$ cat src/rtl/pinbank_pkg.sv
// Shared definitions for the pin bank: the word index of each register.
// Assumes the word index is the byte address shifted right by two.
package pinbank_pkg;

    typedef enum logic [3:0] {
        RG_BLOCK  = 4'd0,
        RG_DIR    = 4'd1,
        RG_LEVEL  = 4'd2,
        RG_KIND   = 4'd3,
        RG_EPOL   = 4'd4,
        RG_LPOL   = 4'd5,
        RG_SBLOCK = 4'd6,
        RG_SLEVEL = 4'd7,
        RG_FLEVEL = 4'd8,
        RG_FLAG   = 4'd9,
        RG_SEL    = 4'd10,
        RG_SOVR   = 4'd11,
        RG_PINS   = 4'd12
    } reg_idx_e;

    localparam int unsigned LAST_IDX = 12;

endpackage

$ cat src/rtl/pinbank_sync.sv
// Input synchronizer: a chain of STAGES flops per pin.
// Assumes pin levels are asynchronous to clk; output is STAGES edges late.
module pinbank_sync #(
    parameter int unsigned NPINS  = 16,
    parameter int unsigned STAGES = 2
) (
    input  logic             clk,
    input  logic             rst_n,
    input  logic [NPINS-1:0] pin_in,
    output logic [NPINS-1:0] pin_sync
);

    logic [NPINS-1:0] stage_q [STAGES];

    for (genvar s = 0; s < STAGES; s++) begin : g_stage
        if (s == 0) begin : g_first
            // First stage samples the raw pins.
            always_ff @(posedge clk) begin
                if (!rst_n) stage_q[0] <= '0;
                else        stage_q[0] <= pin_in;
            end
        end else begin : g_next
            // Later stages shift the chain.
            always_ff @(posedge clk) begin
                if (!rst_n) stage_q[s] <= '0;
                else        stage_q[s] <= stage_q[s-1];
            end
        end
    end

    assign pin_sync = stage_q[STAGES-1];

    if (STAGES == 2) begin : g_chk
        AST_SYNC_DELAY: assert property (@(posedge clk) disable iff (!rst_n)
            ($past(rst_n) && $past(rst_n, 2)) |-> (pin_sync == $past(pin_in, 2)));
    end

endmodule

$ cat src/rtl/pinbank_regs.sv
// Register file and read port of the pin bank.
// Assumes single-cycle strobes; read data is registered on the read edge.
// The flag register lives in the event unit; this block only forwards
// write-one-to-clear pulses to it and reads it back.
module pinbank_regs
    import pinbank_pkg::*;
#(
    parameter int unsigned NPINS  = 16,
    parameter int unsigned ADDR_W = 6,
    parameter int unsigned DATA_W = 32
) (
    input  logic              clk,
    input  logic              rst_n,
    input  logic              wr,
    input  logic              rd,
    input  logic [ADDR_W-1:0] addr,
    input  logic [DATA_W-1:0] wdata,
    output logic [DATA_W-1:0] rdata,
    input  logic [NPINS-1:0]  flag_q,
    input  logic [NPINS-1:0]  pin_sync,
    output logic [NPINS-1:0]  block_q,
    output logic [NPINS-1:0]  dir_q,
    output logic [NPINS-1:0]  level_q,
    output logic [NPINS-1:0]  kind_q,
    output logic [NPINS-1:0]  epol_q,
    output logic [NPINS-1:0]  lpol_q,
    output logic [NPINS-1:0]  sblock_q,
    output logic [NPINS-1:0]  slevel_q,
    output logic [NPINS-1:0]  flevel_q,
    output logic [NPINS-1:0]  sel_q,
    output logic [NPINS-1:0]  sovr_q,
    output logic [NPINS-1:0]  flag_clr
);

    localparam int unsigned IDX_W = ADDR_W - 2;

    logic [IDX_W-1:0]  widx;
    logic [NPINS-1:0]  wval;
    logic [DATA_W-1:0] rd_word;
    logic              unmapped;
    logic              unused_bits;

    assign widx        = addr[ADDR_W-1:2];
    assign wval        = wdata[NPINS-1:0];
    assign unmapped    = (widx > IDX_W'(LAST_IDX));
    assign unused_bits = ^{wdata, addr[1:0]};

    function automatic logic hit(input reg_idx_e r);
        return widx == IDX_W'(r);
    endfunction

    // Writable configuration registers.
    always_ff @(posedge clk) begin
        if (!rst_n) begin
            block_q  <= '1;
            dir_q    <= '0;
            level_q  <= '0;
            kind_q   <= '0;
            epol_q   <= '0;
            lpol_q   <= '0;
            sblock_q <= '1;
            slevel_q <= '0;
            flevel_q <= '0;
            sel_q    <= '0;
            sovr_q   <= '0;
        end else if (wr) begin
            if (hit(RG_BLOCK))  block_q  <= wval;
            if (hit(RG_DIR))    dir_q    <= wval;
            if (hit(RG_LEVEL))  level_q  <= wval;
            if (hit(RG_KIND))   kind_q   <= wval;
            if (hit(RG_EPOL))   epol_q   <= wval;
            if (hit(RG_LPOL))   lpol_q   <= wval;
            if (hit(RG_SBLOCK)) sblock_q <= wval;
            if (hit(RG_SLEVEL)) slevel_q <= wval;
            if (hit(RG_FLEVEL)) flevel_q <= wval;
            if (hit(RG_SEL))    sel_q    <= wval;
            if (hit(RG_SOVR))   sovr_q   <= wval;
        end
    end

    // Write-one-to-clear pulses for the flag register.
    always_comb begin
        flag_clr = '0;
        if (wr && hit(RG_FLAG)) flag_clr = wval;
    end

    // Read multiplexer; unmapped words return zero.
    always_comb begin
        rd_word = '0;
        if      (hit(RG_BLOCK))  rd_word[NPINS-1:0] = block_q;
        else if (hit(RG_DIR))    rd_word[NPINS-1:0] = dir_q;
        else if (hit(RG_LEVEL))  rd_word[NPINS-1:0] = level_q;
        else if (hit(RG_KIND))   rd_word[NPINS-1:0] = kind_q;
        else if (hit(RG_EPOL))   rd_word[NPINS-1:0] = epol_q;
        else if (hit(RG_LPOL))   rd_word[NPINS-1:0] = lpol_q;
        else if (hit(RG_SBLOCK)) rd_word[NPINS-1:0] = sblock_q;
        else if (hit(RG_SLEVEL)) rd_word[NPINS-1:0] = slevel_q;
        else if (hit(RG_FLEVEL)) rd_word[NPINS-1:0] = flevel_q;
        else if (hit(RG_FLAG))   rd_word[NPINS-1:0] = flag_q;
        else if (hit(RG_SEL))    rd_word[NPINS-1:0] = sel_q;
        else if (hit(RG_SOVR))   rd_word[NPINS-1:0] = sovr_q;
        else if (hit(RG_PINS))   rd_word[NPINS-1:0] = pin_sync;
    end

    // Registered read data, loaded only on a read strobe.
    always_ff @(posedge clk) begin
        if (!rst_n)  rdata <= '0;
        else if (rd) rdata <= rd_word;
    end

    AST_RDATA_HOLD: assert property (@(posedge clk) disable iff (!rst_n)
        !rd |=> $stable(rdata));

    AST_UNMAPPED_ZERO: assert property (@(posedge clk) disable iff (!rst_n)
        (rd && unmapped) |=> (rdata == '0));

endmodule

$ cat src/rtl/pinbank_events.sv
// Event detection, sticky flags and the bank interrupt.
// Assumes pin_sync is already synchronized; keeps one previous sample
// for edge detection. A detection outranks a clear on the same edge.
module pinbank_events #(
    parameter int unsigned NPINS = 16
) (
    input  logic             clk,
    input  logic             rst_n,
    input  logic [NPINS-1:0] pin_sync,
    input  logic [NPINS-1:0] kind_q,
    input  logic [NPINS-1:0] epol_q,
    input  logic [NPINS-1:0] lpol_q,
    input  logic [NPINS-1:0] block_q,
    input  logic [NPINS-1:0] sblock_q,
    input  logic             sleep_in,
    input  logic [NPINS-1:0] flag_clr,
    output logic [NPINS-1:0] flag_q,
    output logic             irq
);

    logic [NPINS-1:0] prev_q;
    logic [NPINS-1:0] detect;
    logic [NPINS-1:0] block_eff;

    // Previous synchronized sample for edge comparison.
    always_ff @(posedge clk) begin
        if (!rst_n) prev_q <= '0;
        else        prev_q <= pin_sync;
    end

    for (genvar i = 0; i < NPINS; i++) begin : g_pin
        logic rose, fell, lvl_hit, edge_hit;
        assign rose     = pin_sync[i] & ~prev_q[i];
        assign fell     = ~pin_sync[i] & prev_q[i];
        assign edge_hit = epol_q[i] ? rose : fell;
        assign lvl_hit  = lpol_q[i] ? pin_sync[i] : ~pin_sync[i];
        assign detect[i] = kind_q[i] ? edge_hit : lvl_hit;
    end

    // Sticky flags: cleared by write-one, set by any detection.
    always_ff @(posedge clk) begin
        if (!rst_n) flag_q <= '0;
        else        flag_q <= (flag_q & ~flag_clr) | detect;
    end

    // Block source follows the mode; interrupt is any unblocked flag.
    always_comb begin
        block_eff = sleep_in ? sblock_q : block_q;
        irq       = |(flag_q & ~block_eff);
    end

    AST_FLAG_STICKY: assert property (@(posedge clk) disable iff (!rst_n)
        1'b1 |=> (($past(flag_q) & ~$past(flag_clr) & ~flag_q) == '0));

    AST_IRQ_NEEDS_FLAG: assert property (@(posedge clk) disable iff (!rst_n)
        irq |-> (flag_q != '0));

endmodule

$ cat src/rtl/pinbank_drive.sv
// Pin drive selection per pin: battery fault, then sleep or override,
// then peripheral select, then the normal registers.
// Assumes mode inputs are already synchronous to clk.
module pinbank_drive #(
    parameter int unsigned NPINS = 16
) (
    input  logic             clk,
    input  logic             rst_n,
    input  logic             sleep_in,
    input  logic             batt_fault_in,
    input  logic [NPINS-1:0] dir_q,
    input  logic [NPINS-1:0] level_q,
    input  logic [NPINS-1:0] slevel_q,
    input  logic [NPINS-1:0] flevel_q,
    input  logic [NPINS-1:0] sel_q,
    input  logic [NPINS-1:0] sovr_q,
    input  logic [NPINS-1:0] alt_out,
    input  logic [NPINS-1:0] alt_oe,
    output logic [NPINS-1:0] pin_out,
    output logic [NPINS-1:0] pin_oe
);

    for (genvar i = 0; i < NPINS; i++) begin : g_pin
        // Priority selection of one pin's level and enable.
        always_comb begin
            if (batt_fault_in) begin
                pin_out[i] = flevel_q[i];
                pin_oe[i]  = dir_q[i];
            end else if (sleep_in || sovr_q[i]) begin
                pin_out[i] = slevel_q[i];
                pin_oe[i]  = dir_q[i];
            end else if (sel_q[i]) begin
                pin_out[i] = alt_out[i];
                pin_oe[i]  = alt_oe[i];
            end else begin
                pin_out[i] = level_q[i];
                pin_oe[i]  = dir_q[i];
            end
        end
    end

    AST_FAULT_LEVELS: assert property (@(posedge clk) disable iff (!rst_n)
        batt_fault_in |-> (pin_out == flevel_q && pin_oe == dir_q));

    AST_SLEEP_LEVELS: assert property (@(posedge clk) disable iff (!rst_n)
        (sleep_in && !batt_fault_in) |-> (pin_out == slevel_q && pin_oe == dir_q));

endmodule

$ cat src/rtl/pinbank_top.sv
// Pin bank top: synchronizer, register file, event unit and drive select.
// Assumes one clock domain for bus and modes; pins are asynchronous.
module pinbank_top #(
    parameter int unsigned NPINS  = 16,
    parameter int unsigned ADDR_W = 6,
    parameter int unsigned DATA_W = 32,
    parameter int unsigned STAGES = 2
) (
    input  logic              clk,
    input  logic              rst_n,
    input  logic              bus_wr,
    input  logic              bus_rd,
    input  logic [ADDR_W-1:0] bus_addr,
    input  logic [DATA_W-1:0] bus_wdata,
    output logic [DATA_W-1:0] bus_rdata,
    input  logic [NPINS-1:0]  pin_in,
    output logic [NPINS-1:0]  pin_out,
    output logic [NPINS-1:0]  pin_oe,
    input  logic [NPINS-1:0]  alt_out,
    input  logic [NPINS-1:0]  alt_oe,
    input  logic              sleep_in,
    input  logic              batt_fault_in,
    output logic              irq
);

    logic [NPINS-1:0] pin_sync;
    logic [NPINS-1:0] block_q, dir_q, level_q, kind_q, epol_q, lpol_q;
    logic [NPINS-1:0] sblock_q, slevel_q, flevel_q, sel_q, sovr_q;
    logic [NPINS-1:0] flag_q, flag_clr;

    pinbank_sync #(.NPINS(NPINS), .STAGES(STAGES)) u_sync (
        .clk(clk), .rst_n(rst_n), .pin_in(pin_in), .pin_sync(pin_sync)
    );

    pinbank_regs #(.NPINS(NPINS), .ADDR_W(ADDR_W), .DATA_W(DATA_W)) u_regs (
        .clk(clk), .rst_n(rst_n), .wr(bus_wr), .rd(bus_rd), .addr(bus_addr),
        .wdata(bus_wdata), .rdata(bus_rdata), .flag_q(flag_q),
        .pin_sync(pin_sync), .block_q(block_q), .dir_q(dir_q),
        .level_q(level_q), .kind_q(kind_q), .epol_q(epol_q), .lpol_q(lpol_q),
        .sblock_q(sblock_q), .slevel_q(slevel_q), .flevel_q(flevel_q),
        .sel_q(sel_q), .sovr_q(sovr_q), .flag_clr(flag_clr)
    );

    pinbank_events #(.NPINS(NPINS)) u_events (
        .clk(clk), .rst_n(rst_n), .pin_sync(pin_sync), .kind_q(kind_q),
        .epol_q(epol_q), .lpol_q(lpol_q), .block_q(block_q),
        .sblock_q(sblock_q), .sleep_in(sleep_in), .flag_clr(flag_clr),
        .flag_q(flag_q), .irq(irq)
    );

    pinbank_drive #(.NPINS(NPINS)) u_drive (
        .clk(clk), .rst_n(rst_n), .sleep_in(sleep_in),
        .batt_fault_in(batt_fault_in), .dir_q(dir_q), .level_q(level_q),
        .slevel_q(slevel_q), .flevel_q(flevel_q), .sel_q(sel_q),
        .sovr_q(sovr_q), .alt_out(alt_out), .alt_oe(alt_oe),
        .pin_out(pin_out), .pin_oe(pin_oe)
    );

endmodule

$ cat config.mk
export PLATFORM = sky130hd
export DESIGN_NAME = pinbank_top
export DESIGN_NICKNAME = d
export VERILOG_FILES = /design/src/rtl/pinbank_pkg.sv /design/src/rtl/pinbank_sync.sv /design/src/rtl/pinbank_regs.sv /design/src/rtl/pinbank_events.sv /design/src/rtl/pinbank_drive.sv /design/src/rtl/pinbank_top.sv
export SDC_FILE = /design/constraint.sdc
export NUM_CORES = 1
export LEC_CHECK = 0
export BUFFER_PORTS_ARGS = -buffer_cell sky130_fd_sc_hd__buf_2
export CAP_MARGIN = 0
export CORE_ASPECT_RATIO = 1.4
export CORE_UTILIZATION = 39
export CTS_CLUSTER_DIAMETER = 60
export DETAILED_ROUTE_END_ITERATION = 8
export HOLD_SLACK_MARGIN = 0.03
export MAX_ROUTING_LAYER = met4
export SYNTH_ARGS = -nofsm -noshare
export SYNTH_HDL_FRONTEND = slang
export SYNTH_HIERARCHICAL = 1
export SYNTH_SLANG_ARGS = --single-unit
$ cat constraint.sdc
create_clock -name clk -period 2.4 [get_ports clk]
set_input_delay 0.12 -clock clk [delete_from_list [all_inputs] [get_ports clk]]
set_output_delay 0.12 -clock clk [all_outputs]
set_load 0.1 [all_outputs]
# After elaboration in Yosys (flattened, before gate mapping)
# Memories as Yosys holds them, arrays and structs flattened.
# Index checks and enable logic that the tools add are counted.
# W data, S select, Z words.
totals:
  register_bits: 224
  output_inout_bits: 65
  memories: 1
  inputBits: 92
  ram_bits: 32
memory_table:
  columns: ["name", "words", "word_bits", "read_ports", "rd_ports_with_merged_regs", "wr", "line_no", "source"]
  rows:
  - ["u_sync.stage_q", 2, 16, 2, 0, 2, "pinbank_sync.sv:13", "logic [NPINS-1:0] stage_q [STAGES];"]
op_classes:
  n_eq_ne: 12
  n_bitwise: 71
  muxes: 163
  reduce_logical: 30
ops:
  columns: ["op", "n"]
  rows:
  - ["$mux W16", 17]
  - ["$mux W1", 146]
  - ["$and A1 B1 Y1", 32]
  - ["$and A16 B16 Y16", 2]
  - ["$not A1 Y1", 32]
  - ["$not A16 Y16", 2]
  - ["$reduce_and A2 Y1", 11]
  - ["$eq A4 B4 Y1 const B", 5]
  - ["$eq A4 B3 Y1 const B", 4]
  - ["$logic_or A1 B1 Y1", 16]
  - ["$or A16 B16 Y16", 1]
  - ["$reduce_or A16 Y1", 1]
  - ["$eq A4 B2 Y1 const B", 2]
  - ["$eq A4 B1 Y1 const B", 1]
  - ["$logic_not A4 Y1", 1]
  - ["$or A1 B1 Y1", 2]
  - ["$logic_and A1 B1 Y1", 1]

# Longest topological paths before layout
logic_depth:
  depth_word: 14
  depth_mapped: 9

# Hierarchy
# The synthesis kept the hierarchy.
by_module_without_submodules:
  columns: ["module", "area_per_inst_um2", "n_inst", "cells_each"]
  rows:
  - ["pinbank_regs", 9207.6, 1, 1226]
  - ["pinbank_events", 1783.0, 1, 208]
  - ["pinbank_drive", 947.2, 1, 121]
  - ["pinbank_sync", 895.9, 1, 67]

# Least setup slack after synthesis
# Ideal clock, no wire load.
synth_timing:
  path_kind: "input to output"
  from: "input sleep_in"
  to: "output pin_out[10]"
  t_arrival_ns: 2.880
  n_path_buf: 2
  path_slack_ns: -0.600
  stages: 5
  path_cell_list: "buf_2 -> buf_1 -> nor2_1 -> mux2i_1 -> o21ai_0"
synth_between:
  elab_chain_len: 3
synth_lines:
  columns: ["item", "line_no", "source"]
  rows:
  - ["from (decl)", "pinbank_top.sv:21", "input logic sleep_in,"]
  - ["$logic_or A1 B1 Y1", "pinbank_drive.sv:29", "end else if (sleep_in || sovr_q[i]) begin"]
  - ["$mux W1", "pinbank_drive.sv:29", null]
  - ["$mux W1", "pinbank_drive.sv:26", "if (batt_fault_in) begin"]
  - ["to (decl)", "pinbank_top.sv:17", "output logic [NPINS-1:0] pin_out,"]
# Every way passes these cells.

# Final worst setup path
layout_timing:
  from: "register u_regs.sblock_q[15]"
  to: "output irq"
layout_between:
  elab_chain_len: 4
layout_lines:
  columns: ["item", "line_no", "source"]
  rows:
  - ["from (decl)", "pinbank_regs.sv:27", "output logic [NPINS-1:0] sblock_q,"]
  - ["from (signal assigned)", "pinbank_regs.sv:73", "if (hit(RG_SBLOCK)) sblock_q <= wval;"]
  - ["$mux W16", "pinbank_events.sv:48", "block_eff = sleep_in ? sblock_q : block_q;"]
  - ["$not A16 Y16", "pinbank_events.sv:49", "irq = |(flag_q & ~block_eff);"]
  - ["$and A16 B16 Y16", "pinbank_events.sv:49", null]
  - ["$reduce_or A16 Y1", "pinbank_events.sv:49", null]
  - ["to (decl)", "pinbank_top.sv:23", "output logic irq"]
# Every way passes these cells.

==> results.ini <==
[cts]
cts.htree.levels = 1
clock_latency_ns = 0.55
cts_resized = 0
cts_tree = yes
clk_pin_slew_ns = 0.06
cts.sink_count = 256
cts_buffers = 27
cts_root_buf = clkbuf_16
cts_max_path_buffers = 3

[min_path]
min_path_type = input port to register

[sta]
hold_slack_ns = 0.0634
post-route-min-period_ns = 2.17
fmax_mhz = 461
skew_ns = 0.0188
hold_viol = 0
setup_viol = 0
slew_viol_final = 0
rsz0062_at_grt = false
final.setup.tns_ns = 0
tightest_slew_ns = 0.522
slew_headroom = 0.643
fin_crit_sh = 0.905

[run]
cap_viol_max_count = 0

[placement]
dp_cells = 2129
gp_congestion = 0.949
hpwl_um = 31900
numPortBuffers = 122

[global_route]
antenna_found_initial = 0
grt_pass1_vias = 11054
grt.total_usage = 0.262
grt_max_degree = 49
grt_overflow = 0
grt_pass1_wl_um = 66100

[layout]
finalNonFillerCells = 2211
nNetsFinal = 1844
drive_above_1_share = 0.183
syn_to_final_growth_pct = 19.1
antenna_cells = 0

[routing]
drcViolationCount = 0
dr.pass1.iters = 5
via_per_inst = 5.54
vias = 12243
drt_wl_total_um = 43800
wl_per_cell_um = 19.8
ant_nets = 0
drtIter0Drc = 1099

[synth]
synth-main-ff-cell = dfxtp_1
async_flop_share = 0
synth_top_family_by_area = simple AND/OR/NAND/NOR gates
synth-xor-area-share = 0
synthCells = 1622
syn-cell-area_mm2 = 0.0128
synthTopCellsByArea = dfxtp_1, nand2_1, a21oi_1, mux2i_1, o21ai_0
yosysTopAreaCellShare = 0.399
synth_compound_area_frac = 0.195
syn_avg_cell_area_um2 = 7.91
netlist_top_cells_count = nand2_1, dfxtp_1, a21oi_1, o21ai_0, clkbuf_1
yosys_register_bits = 256
synth_edf_count = 0
yosys_warnings = 6
synth.most_common_cell = nand2_1
yosysUniqueCellTypes = 68
synthMuxAreaShare = 0.0898
synth_fa_ha_area_frac = 0
yosys.area_share.simple = 0.252
ys_seq_area_frac = 0.399
yosysTopAreaCell = dfxtp_1

[power]
p_total_mw = 9.86
ir_drop_mv = 0.320
leakage_nw = 5.79
powerDensity_mw_per_mm2 = 645

[critical_path]
required_ns = 2.28
end_kind = primary output
critPathTopFamily = simple AND/OR/NAND/NOR gates
critPathKind = register to primary output
worstPathMaxFanout = 3
max_stage_delay_ns = 0.42
crit_arrival_ns = 2.05
startpoint_type = register
worst_path_max_delay_cell = a22oi_1
crit_chain = mux2i_1 -> a22oi_1 -> nand4_1 -> or2_1 -> buf_12
cp.buffers_inverters = 1

[die]
die_w_um = 155
dieArea_mm2 = 0.0336
start_util = 0.396
io_pins = 157
fp-row-count = 78
dieHeight_um = 217
core_area_mm2 = 0.0324

[status]
status = finished, final reports clean

==> registers in the layout, indices dropped and copies added, names as in the netlist <==
name	flops
u_regs/rdata	16
u_regs/lpol_q	16
u_events/prev_q	16
u_regs/sel_q	16
u_regs/kind_q	16
u_events/flag_q	16
u_sync/stage_q	32
u_regs/block_q	16
u_regs/dir_q	16
u_regs/epol_q	16
u_regs/sblock_q	16
u_regs/level_q	16
u_regs/slevel_q	16
u_regs/sovr_q	16
u_regs/flevel_q	16
==> worst min-delay path: cells and delay by family <==
kind / cells / cell delay, ns
compound gates: 2 / 0.24
buf+inv: 1 / 0.20
==> per-stage QoR <==
stage	utilization	setup slack, ns	cell area (um2)
floorplan	-	0.156	12900
global placement	0.435	0.412	14100
detailed placement	0.435	0.374	14100
CTS	0.472	0.201	15300
global route	0.472	0.141	15300
finish	0.472	0.229	15300
==> routing by layer <==
metal / GRT usage / vias to the layer above / wire length, um
met5: - / - / 0
met1: 0.342 / 5821 / 18900
met4: 0.0912 / 0 / 1420
met2: 0.422 / 515 / 20700
li1: - / 5832 / -
met3: 0.0268 / 75 / 2750
==> cells by family (layout without fill, tap and decap cells) <==
kind of cell | after synthesis | count (layout)
DFF | 256 | 256
other | 1 | 16
buffers and inverters | 161 | 295
AOI/OAI and AO/OA | 412 | 412
and+or+nand+nor | 686 | 686
muxes | 106 | 106
==> cells in the final DEF (no fill, tap or decap), drive strengths merged, types with 26 or more instances in the layout <==
master	synthesis	final
clkbuf	67	42
nor2	53	53
dlygate4sd3	0	34
dfxtp	256	256
mux2	43	43
buf	70	189
nand2	415	415
nand2b	26	26
mux2i	60	60
o21ai	95	95
nand3	48	48
a21oi	179	179
and2	65	65
==> worst paths after layout <==
kind	cells after the start	end	startpoint	slack (ns)
setup reg to reg	5	u_regs/rdata[2]	u_sync/stage_q[1][2]	0.81
hold / removal	3	u_regs/rdata[13]	bus_rd	0.06
hold reg to reg	1	u_sync/stage_q[1][14]	u_sync/stage_q[0][14]	0.44
setup / recovery	5	irq	u_regs/sblock_q[15]	0.23
==> layout make-up <==
class	count	area (um2)
fillers	3212	17100
multi-input cells	1220	6950
flip-flops and latches	256	5120
repair buffers	223	1730
clock buffers	42	782
well taps	440	551
inverters	24	92.6
clock inverters	6	58.8
==> repair_timing <==
action                    4_1_cts  5_1_grt
hold endpoints to repair      197        0
setup buffers                   0        0
hold buffers                   34        0
==> power breakdown <==
part / switching, mW / internal [mW]
clock network: 1.72 / 2.33
registers: 0.116 / 4.36
logic: 0.919 / 0.415
Note: power is estimated with default switching activity, not from simulation.
